**src/rtl/dma_rpt_pkg.sv**
```systemverilog
package dma_rpt_pkg;
    typedef struct packed {
        logic       size;
        logic       tid;
        logic       rpt;
        logic       dir;
        logic [3:0] factor;
    } ctrl_t;

    localparam logic [1:0] SEL_ADDR = 2'd0;
    localparam logic [1:0] SEL_CNT  = 2'd1;
    localparam logic [1:0] SEL_CTRL = 2'd2;
    localparam logic [1:0] SEL_EN   = 2'd3;
endpackage

```
**src/rtl/dma_rpt_ctrl_reg.sv**
```systemverilog
module dma_rpt_ctrl_reg
    import dma_rpt_pkg::*;
(
    input  logic       clk,
    input  logic       rst,
    input  logic       wr_ctrl,
    input  logic       wr_en,
    input  logic [7:0] wdata,
    input  logic       term_clear,
    output ctrl_t      ctrl_o,
    output logic       en_o
);
    typedef struct packed {
        ctrl_t ctrl;
        logic  en;
    } state_t;

    state_t st_d, st_q;

    always_comb begin
        st_d = st_q;
        if (wr_ctrl)
            st_d.ctrl = ctrl_t'(wdata);
        if (term_clear)
            st_d.en = 1'b0;
        if (wr_en)
            st_d.en = wdata[0];
    end

    always_ff @(posedge clk) begin
        if (rst) st_q <= '0;
        else     st_q <= st_d;
    end

    assign ctrl_o = st_q.ctrl;
    assign en_o   = st_q.en;

    AST_EN_HOLD: assert property (@(posedge clk) disable iff (rst)
        (st_q.en && !wr_en && !term_clear) |=> st_q.en) else $error("enable dropped");
    AST_EN_OFF_TERM: assert property (@(posedge clk) disable iff (rst)
        (term_clear && !wr_en) |=> !st_q.en) else $error("enable kept");
endmodule

```
**src/rtl/dma_rpt_counter.sv**
```systemverilog
module dma_rpt_counter #(
    parameter int CNT_W = 8
) (
    input  logic               clk,
    input  logic               rst,
    input  logic               step,
    input  logic               rpt,
    input  logic               wr,
    input  logic [2*CNT_W-1:0] wdata,
    output logic [2*CNT_W-1:0] cnt_o,
    output logic               term_o
);
    localparam logic [CNT_W-1:0] ONE = CNT_W'(1);

    typedef struct packed {
        logic [CNT_W-1:0] store;
        logic [CNT_W-1:0] live;
    } state_t;

    state_t st_d, st_q;
    logic   term;

    assign term = step && (st_q.live == ONE);

    always_comb begin
        st_d = st_q;
        if (step) begin
            if (term && rpt) st_d.live = st_q.store;
            else             st_d.live = st_q.live - ONE;
        end
        if (wr)
            st_d = state_t'(wdata);
    end

    // Count word deliberately has no reset.
    always_ff @(posedge clk) begin
        st_q <= st_d;
    end

    assign cnt_o  = st_q;
    assign term_o = term;

    AST_CNT_DEC: assert property (@(posedge clk) disable iff (rst)
        (step && !wr && st_q.live != ONE) |=> st_q.live == $past(st_q.live) - ONE) else $error("bad decrement");
    AST_CNT_RELOAD: assert property (@(posedge clk) disable iff (rst)
        (step && !wr && rpt && st_q.live == ONE) |=> st_q.live == $past(st_q.store)) else $error("bad reload");
    AST_CNT_WR_WINS: assert property (@(posedge clk) disable iff (rst)
        wr |=> cnt_o == $past(wdata)) else $error("write lost");
endmodule

```
**src/rtl/dma_rpt_addr.sv**
```systemverilog
module dma_rpt_addr #(
    parameter int ADDR_W = 16
) (
    input  logic              clk,
    input  logic              rst,
    input  logic              wr,
    input  logic [ADDR_W-1:0] wdata,
    input  logic              step,
    input  logic              restore,
    input  logic              size,
    input  logic              dir,
    output logic [ADDR_W-1:0] addr_o
);
    typedef struct packed {
        logic [ADDR_W-1:0] addr;
        logic [ADDR_W-1:0] start;
    } state_t;

    state_t            st_d, st_q;
    logic [ADDR_W-1:0] inc;

    assign inc = size ? ADDR_W'(2) : ADDR_W'(1);

    always_comb begin
        st_d = st_q;
        if (step) begin
            if (restore)  st_d.addr = st_q.start;
            else if (dir) st_d.addr = st_q.addr - inc;
            else          st_d.addr = st_q.addr + inc;
        end
        if (wr) begin
            st_d.addr  = wdata;
            st_d.start = wdata;
        end
    end

    always_ff @(posedge clk) begin
        if (rst) st_q <= '0;
        else     st_q <= st_d;
    end

    assign addr_o = st_q.addr;

    AST_ADDR_RESTORE: assert property (@(posedge clk) disable iff (rst)
        (step && restore && !wr) |=> st_q.addr == $past(st_q.start)) else $error("restore");
    AST_ADDR_UP: assert property (@(posedge clk) disable iff (rst)
        (step && !restore && !wr && !dir) |=> st_q.addr == $past(st_q.addr) + $past(inc)) else $error("inc");
    AST_ADDR_DOWN: assert property (@(posedge clk) disable iff (rst)
        (step && !restore && !wr && dir) |=> st_q.addr == $past(st_q.addr) - $past(inc)) else $error("dec");
    AST_START_CAPT: assert property (@(posedge clk) disable iff (rst)
        wr |=> st_q.start == $past(wdata)) else $error("capture");
endmodule

```
**src/rtl/dma_rpt_chan.sv**
```systemverilog
module dma_rpt_chan
    import dma_rpt_pkg::*;
#(
    parameter int ADDR_W = 16,
    parameter int CNT_W  = 8
) (
    input  logic              clk,
    input  logic              rst,
    input  logic              reg_wr,
    input  logic [1:0]        reg_sel,
    input  logic [ADDR_W-1:0] reg_wdata,
    output logic [ADDR_W-1:0] reg_rdata,
    input  logic              xfer_done,
    output logic [ADDR_W-1:0] mem_addr,
    output logic              chan_en,
    output logic              xfer_size,
    output logic              xfer_id,
    output logic              rpt_en,
    output logic              xfer_dir,
    output logic [3:0]        xfer_factor
);
    localparam int CW_W = 2 * CNT_W;

    ctrl_t           ctrl;
    logic            en;
    logic            step;
    logic            term;
    logic [CW_W-1:0] cnt;
    logic            wr_addr, wr_cnt, wr_ctrl, wr_en;

    assign wr_addr = reg_wr && (reg_sel == SEL_ADDR);
    assign wr_cnt  = reg_wr && (reg_sel == SEL_CNT);
    assign wr_ctrl = reg_wr && (reg_sel == SEL_CTRL);
    assign wr_en   = reg_wr && (reg_sel == SEL_EN);
    assign step    = xfer_done && en;

    dma_rpt_ctrl_reg u_ctrl (
        .clk        (clk),
        .rst        (rst),
        .wr_ctrl    (wr_ctrl),
        .wr_en      (wr_en),
        .wdata      (reg_wdata[7:0]),
        .term_clear (term && !ctrl.rpt),
        .ctrl_o     (ctrl),
        .en_o       (en)
    );

    dma_rpt_counter #(.CNT_W(CNT_W)) u_cnt (
        .clk    (clk),
        .rst    (rst),
        .step   (step),
        .rpt    (ctrl.rpt),
        .wr     (wr_cnt),
        .wdata  (reg_wdata[CW_W-1:0]),
        .cnt_o  (cnt),
        .term_o (term)
    );

    dma_rpt_addr #(.ADDR_W(ADDR_W)) u_addr (
        .clk     (clk),
        .rst     (rst),
        .wr      (wr_addr),
        .wdata   (reg_wdata),
        .step    (step),
        .restore (term && ctrl.rpt),
        .size    (ctrl.size),
        .dir     (ctrl.dir),
        .addr_o  (mem_addr)
    );

    always_comb begin
        reg_rdata = '0;
        case (reg_sel)
            SEL_ADDR: reg_rdata = mem_addr;
            SEL_CNT:  reg_rdata = ADDR_W'(cnt);
            SEL_CTRL: reg_rdata = ADDR_W'(ctrl);
            default:  reg_rdata = ADDR_W'(en);
        endcase
    end

    assign chan_en     = en;
    assign xfer_size   = ctrl.size;
    assign xfer_id     = ctrl.tid;
    assign rpt_en      = ctrl.rpt;
    assign xfer_dir    = ctrl.dir;
    assign xfer_factor = ctrl.factor;

    AST_IDLE_ADDR: assert property (@(posedge clk) disable iff (rst)
        (!en && !wr_addr) |=> $stable(mem_addr)) else $error("idle addr moved");
    AST_IDLE_CNT: assert property (@(posedge clk) disable iff (rst)
        (!en && !wr_cnt) |=> $stable(cnt)) else $error("idle count moved");
endmodule

```
**config.mk**
```make
export PLATFORM = sky130hd
export DESIGN_NAME = dma_rpt_chan
export DESIGN_NICKNAME = d
export VERILOG_FILES = /design/src/rtl/dma_rpt_pkg.sv /design/src/rtl/dma_rpt_ctrl_reg.sv /design/src/rtl/dma_rpt_counter.sv /design/src/rtl/dma_rpt_addr.sv /design/src/rtl/dma_rpt_chan.sv
export SDC_FILE = /design/constraint.sdc
export NUM_CORES = 1
export LEC_CHECK = 0
export CORE_MARGIN = 2
export CORE_UTILIZATION = 54
export CTS_CLUSTER_SIZE = 28
export DETAILED_ROUTE_END_ITERATION = 8
export PLACE_DENSITY = 0.88
export SYNTH_ARGS = -nofsm -noshare
export SYNTH_HDL_FRONTEND = slang
export SYNTH_SLANG_ARGS = --single-unit
```
**constraint.sdc**
```tcl
create_clock -name clk -period 3.15 [get_ports clk]
set_clock_uncertainty 0.05 [all_clocks]
set_input_delay 0.63 -clock clk [delete_from_list [all_inputs] [get_ports clk]]
set_output_delay 0.63 -clock clk [all_outputs]
set_load 0.05 [all_outputs]
```
* Word level (Yosys, flattened, before mapping)
Index checks and enable logic that the tools add are counted.
** Cells by class
- Eq/ne operators :: 4
- Reduce and logical (&&, ||, !) cells :: 13
- Muxes and demuxes :: 11
- Add/sub/neg operators :: 3
** Operator list (count)
- 16-bit 2-to-1 mux :: 3
- 16-bit one-hot mux with 3 select lines :: 1
- 32-bit 2-to-1 mux :: 1
- 8-bit 2-to-1 mux :: 3
- 16-bit adder :: 1
- 16-bit subtractor :: 1
- 8-bit by 1-bit equality test with 1-bit output (second input constant) :: 1
- 1-bit logical AND :: 8
- 8-bit by 1-bit subtractor with 8-bit output (second input constant) :: 1
- 2-bit nonzero test :: 3
- 2-bit equality test (second input constant) :: 2
- 2-bit by 1-bit equality test with 1-bit output (second input constant) :: 1
- 2-bit logical NOT :: 1
- 1-bit 2-to-1 mux :: 2
- 2-bit 2-to-1 mux :: 1
- 1-bit logical NOT :: 1
** Storage, ports and cells
- Bits of input ports :: 22
- Logic and storage cells :: 41
- Flip-flop bits (word level) :: 57

* Longest topological paths before layout
Gate-level depths: netlist of the first run.
- Word-level depth :: 6
- Mapped depth :: 11

* Hierarchy
A second synthesis of the first run with hierarchy kept.
** Unflattened totals
- Cell total of the unflattened synthesis :: 444
- Area total of the unflattened synthesis :: 3918.8 µm²
** Modules (own cells, without submodules)
- dma_rpt_addr :: times used 1, area each 2378.5 µm², sequential area each 640.6 µm², cells an instance 298
- dma_rpt_counter :: times used 1, area each 838.3 µm², sequential area each 480.5 µm², cells an instance 71
- dma_rpt_chan :: times used 1, area each 379.1 µm², sequential area each 0.0 µm², cells an instance 45
- dma_rpt_ctrl_reg :: times used 1, area each 322.8 µm², sequential area each 180.2 µm², cells an instance 30

* Least setup slack after synthesis of the first run
No wires, ideal clock.
- Path type :: in2out
- Start point :: in reg_sel[0]
- End point :: out reg_rdata[3]
- Data required time :: 2470 ps
- Slack :: -71 ps
- Path buffers :: 2
- Stages on the path :: 4
- Arrival time :: 2541 ps
- Cell sequence :: buf_2 -> buf_1 -> mux2i_1 -> o21ai_0
** Between the ends
- Word-level cells in the longest chain between the ends :: 2
** RTL lines
- start, declared :: RTL line dma_rpt_chan.sv:10 : input logic [1:0] reg_sel,
- 2-bit equality test, or another cell as far along :: RTL line dma_rpt_chan.sv:73 : case (reg_sel)
- 16-bit one-hot mux with 3 select lines (*) :: RTL line dma_rpt_chan.sv:73
- end, declared :: RTL line dma_rpt_chan.sv:12 : output logic [ADDR_W-1:0] reg_rdata,
Mark *: on every way between the ends. The rest lies on a longest branch, timed or not.

* Worst setup path in the final report of the first run
- Start point :: in reg_sel[0]
- End point :: out reg_rdata[6]
Same word-level chain as after synthesis.

==> results of run 1 <==
[final timing paths]
path / slack, ns / cells after the start / to / startpoint
worst max register to register: 0.44 / 11 / u_addr.addr_o[15] / u_ctrl.ctrl_o[7]
worst max-delay path: 0.35 / 5 / reg_rdata[6] / reg_sel[0]
worst min register to register: 0.41 / 2 / u_addr.st_q[9] / u_addr.st_q[9]
worst min-delay path: 0.41 / 2 / u_addr.st_q[9] / u_addr.st_q[9]
[cell type report]
| class | instances | area share (%) |
|---|---|---|
| clock buffer | 16 | 4.80 |
| inverter | 8 | 0.647 |
| multi-input combinational | 342 | 45.2 |
| sequential | 57 | 28.0 |
| tap | 80 | 2.16 |
| timing repair buffer | 78 | 19.1 |
[routing by layer]
metal  global-route usage, %  wire (um)  vias up
met5                       0          0        -
met3                    4.67        878       46
met2                    46.6       5040      204
met1                    38.6       4330     1689
met4                    16.1        422        0
li1                        -          -     1684
[Yosys cell counts (3+ instances only)]
master / number
a221oi_1: 3
o21a_1: 5
ha_1: 17
and2_1: 3
o31a_1: 3
a221o_1: 4
nand4_1: 3
nand3_1: 10
o211ai_1: 8
a31oi_1: 4
mux2i_1: 16
edfxtp_1: 16
nor2b_1: 7
dfxtp_1: 41
inv_1: 8
buf_2: 3
nor2_1: 31
clkbuf_1: 20
o21ai_0: 28
xnor2_1: 8
nand2b_1: 5
buf_4: 16
nor3_1: 7
xor2_1: 4
nand2_1: 77
a21oi_1: 57
a21o_1: 6
[logic make-up after synthesis]
| kind of cell | count (synthesis) |
|---|---|
| muxes | 18 |
| AOI/OAI and AO/OA | 136 |
| adders and majority gates | 18 |
| xor gates and xnor gates | 12 |
| buffers and inverters | 50 |
| DFF | 57 |
| and+or+nand+nor | 158 |
[worst reg2reg max path, cell delays in order, from the launching register on]
cell and delay, ns:
dfxtp_1 0.38, inv_1 0.08, nand2_1 0.11, inv_1 0.05, ha_1 0.25, nor2b_1 0.14
o31a_1 0.29, o31a_1 0.30, a221o_1 0.39, o22ai_2 0.18, xnor2_1 0.11, a221oi_2 0.28
[metrics by stage]
stage	hold WS, ns	setup slack [ns]	util [%]	total power, mW
final	0.413	0.346	69.5	1.95
after floorplan	0.383	0.102	-	1.06
after CTS	0.413	0.353	69.5	1.94
after global placement	0.394	0.390	66.1	1.19
after global routing	0.433	0.276	69.5	2.00
after detailed placement	0.403	0.356	66.1	1.21
[state kept, by name, indices dropped and copies added (netlist names)]
register       flops
u_addr.addr_o     16
u_addr.st_q       16
u_cnt.cnt_o       16
u_ctrl.ctrl_o      8
u_ctrl.en_o        1
[where the power goes]
part / leakage, nW / switching [mW] / total [mW] / internal, mW
Combinational: 1.25 / 0.226 / 0.381 / 0.155
Clock: 0.113 / 0.301 / 0.748 / 0.447
Sequential: 0.481 / 0.0311 / 0.816 / 0.785
Total: 1.84 / 0.558 / 1.95 / 1.39
==> reports/qor.csv, run 1 <==
stage,metric,value,unit
run_status,status,"finished, final reports clean",
layout,"commonest non-fill, non-tap cell in the layout",nand2_1,
grt,GRT Util Overall,29.4,%
layout,post-layout instance area,4640,um^2
yosys,syn avg cell area,8.15,um^2
routing,Initial DRC Count,405,
die,cell row count,30,
cts,clk slew on worst S/H paths,0.07,ns
layout,fill cell count,524,
worst_setup_path,critical path peak fanout,7,
routing,post-route ant nets,0,
sta,RSZ-0062 raised after global routing,no,
layout,synth-to-layout area growth,26.8,%
yosys,Synth Register Bits,57,
power,leakage,1.84,nW
worst_setup_path,Crit path required time,2.47,ns
grt,grt total ovfl,0,
flow_run,maxcap violations,0,
cts,H-tree levels,3,
die,Initial Util,54.8,%
yosys,share of flip-flops with an asynchronous set or reset,0,%
layout,diodes inserted,0,
layout,Layout Cells excl Fill,581,
die,Die ar.,7450,um^2
routing,WL final,10700,um
routing,drt drc,0,
cts,# hold bufs at CTS,0,
routing,TritonRoute pass-1 iters,5,
layout,Layout Nets,536,
grt,number of global-route vias before repair,3400,
placement,DP HPWL,7570,um
placement,gpl congestion,0.887,
yosys,multiplexer area fraction after synthesis,5.30,%
layout,Reg area,1300,um^2
min_path,worst hold path type,reg -> reg,
yosys,Post-synth EDFFs,16,
sta,Sum Neg Setup Slack,0,ns
routing,DR vias,3623,
layout,"commonest non-fill, non-tap cells in the layout","77 x nand2_1, 57 x a21oi_1, 46 x clkdlybuf4s50_1, 41 x dfxtp_1, 31 x nor2_1",
worst_setup_path,crit-path cells,"clkdlybuf4s50_1, buf_4, mux2i_1, o21ai_0, buf_12",
yosys,Ys Warns,0,
yosys,Synthesized Nets,489,
die,Die Y,86.3,um
yosys,Compound-Gate Fraction of Synth Area,23.1,%
layout,multi-input combinational cell area,2100,um^2
worst_setup_path,Max stage delay on crit path,0.60,ns
cts,clk root buf,clkbuf_8,
cts,CTS tree,yes,
yosys,Synth Area in Adders,6.36,%
sta,Highest Clock Rate,357,MHz
worst_setup_path,Critical Path Slowest Stage Cell,clkdlybuf4s50_1,
worst_setup_path,CP Buf/Inv Count,3,
die,die width,86.3,um
grt,initial antenna violation count,0,
placement,PortBufs,62,
sta,fin crit period,2.80,ns
placement,placed insts,565,
cts,clock latency on the worst-skew pair,0.34,ns
grt,largest net degree at the start of global routing,44,
power,VDD IR max,0.286,mV
sta,"Setup violations, final",0,
worst_setup_path,WP data arrival,2.12,ns
yosys,sequential fraction of the synthesis area,35.6,%
sta,Tcrit/Tclk final,89.0,%
sta,Slew Limit Fails,0,
sta,Worst Tran Pin Value,0.512,ns
yosys,post-synth top area cell,dfxtp_1,
cts,CTS max path bufs,2,
yosys,Main synth FF type,dfxtp_1,
cts,cts repair resizes,0,
placement,DP Area,4420,um^2
worst_setup_path,crit end category,primary output,
layout,layout cells sized above 1,11.0,%
routing,wire per inst,18.4,um
routing,vias per inst,6.24,
worst_setup_path,Crit path max-delay family,buffers and inverters,
yosys,main combinational cell family by area after synthesis,compound AO/OA/AOI/OAI gates,
die,I/O pins,63,
sta,Worst slew margin,65.8,%
worst_setup_path,CP Class,in -> out,
cts,CTS Sinks,57,
cts,Post-CTS Setup Bufs,0,
power,pwr dens,419,nW/um^2
yosys,Mapped Area,3660,um^2
yosys,synthesized instance count,449,
cts,CTS Buf Count,9,
die,core box area,6680,um^2
yosys,Cell variety after synth,54,
sta,final hold violation count,0,
yosys,"top cells by area, synth","dfxtp_1 22%, edfxtp_1 13%, nand2_1 7.9%, a21oi_1 7.8%, ha_1 5.8%",
yosys,Post-Synth XOR/XNOR Area,2.87,%
yosys,Simple-Gate Fraction of Synth Area,19.8,%
yosys,Yosys top cell area share,22.4,%
grt,first-pass GRT wire length,17000,um
worst_setup_path,Critical Path Start Type,input port,
Power figures use the tool's default switching activity.
==> run 2: changes to the inputs <==
- SKIP_LAST_GASP: not set -> 1
==> results of run 2 <==
The final DEF is identical to that of run 1; final timing and power are the same.
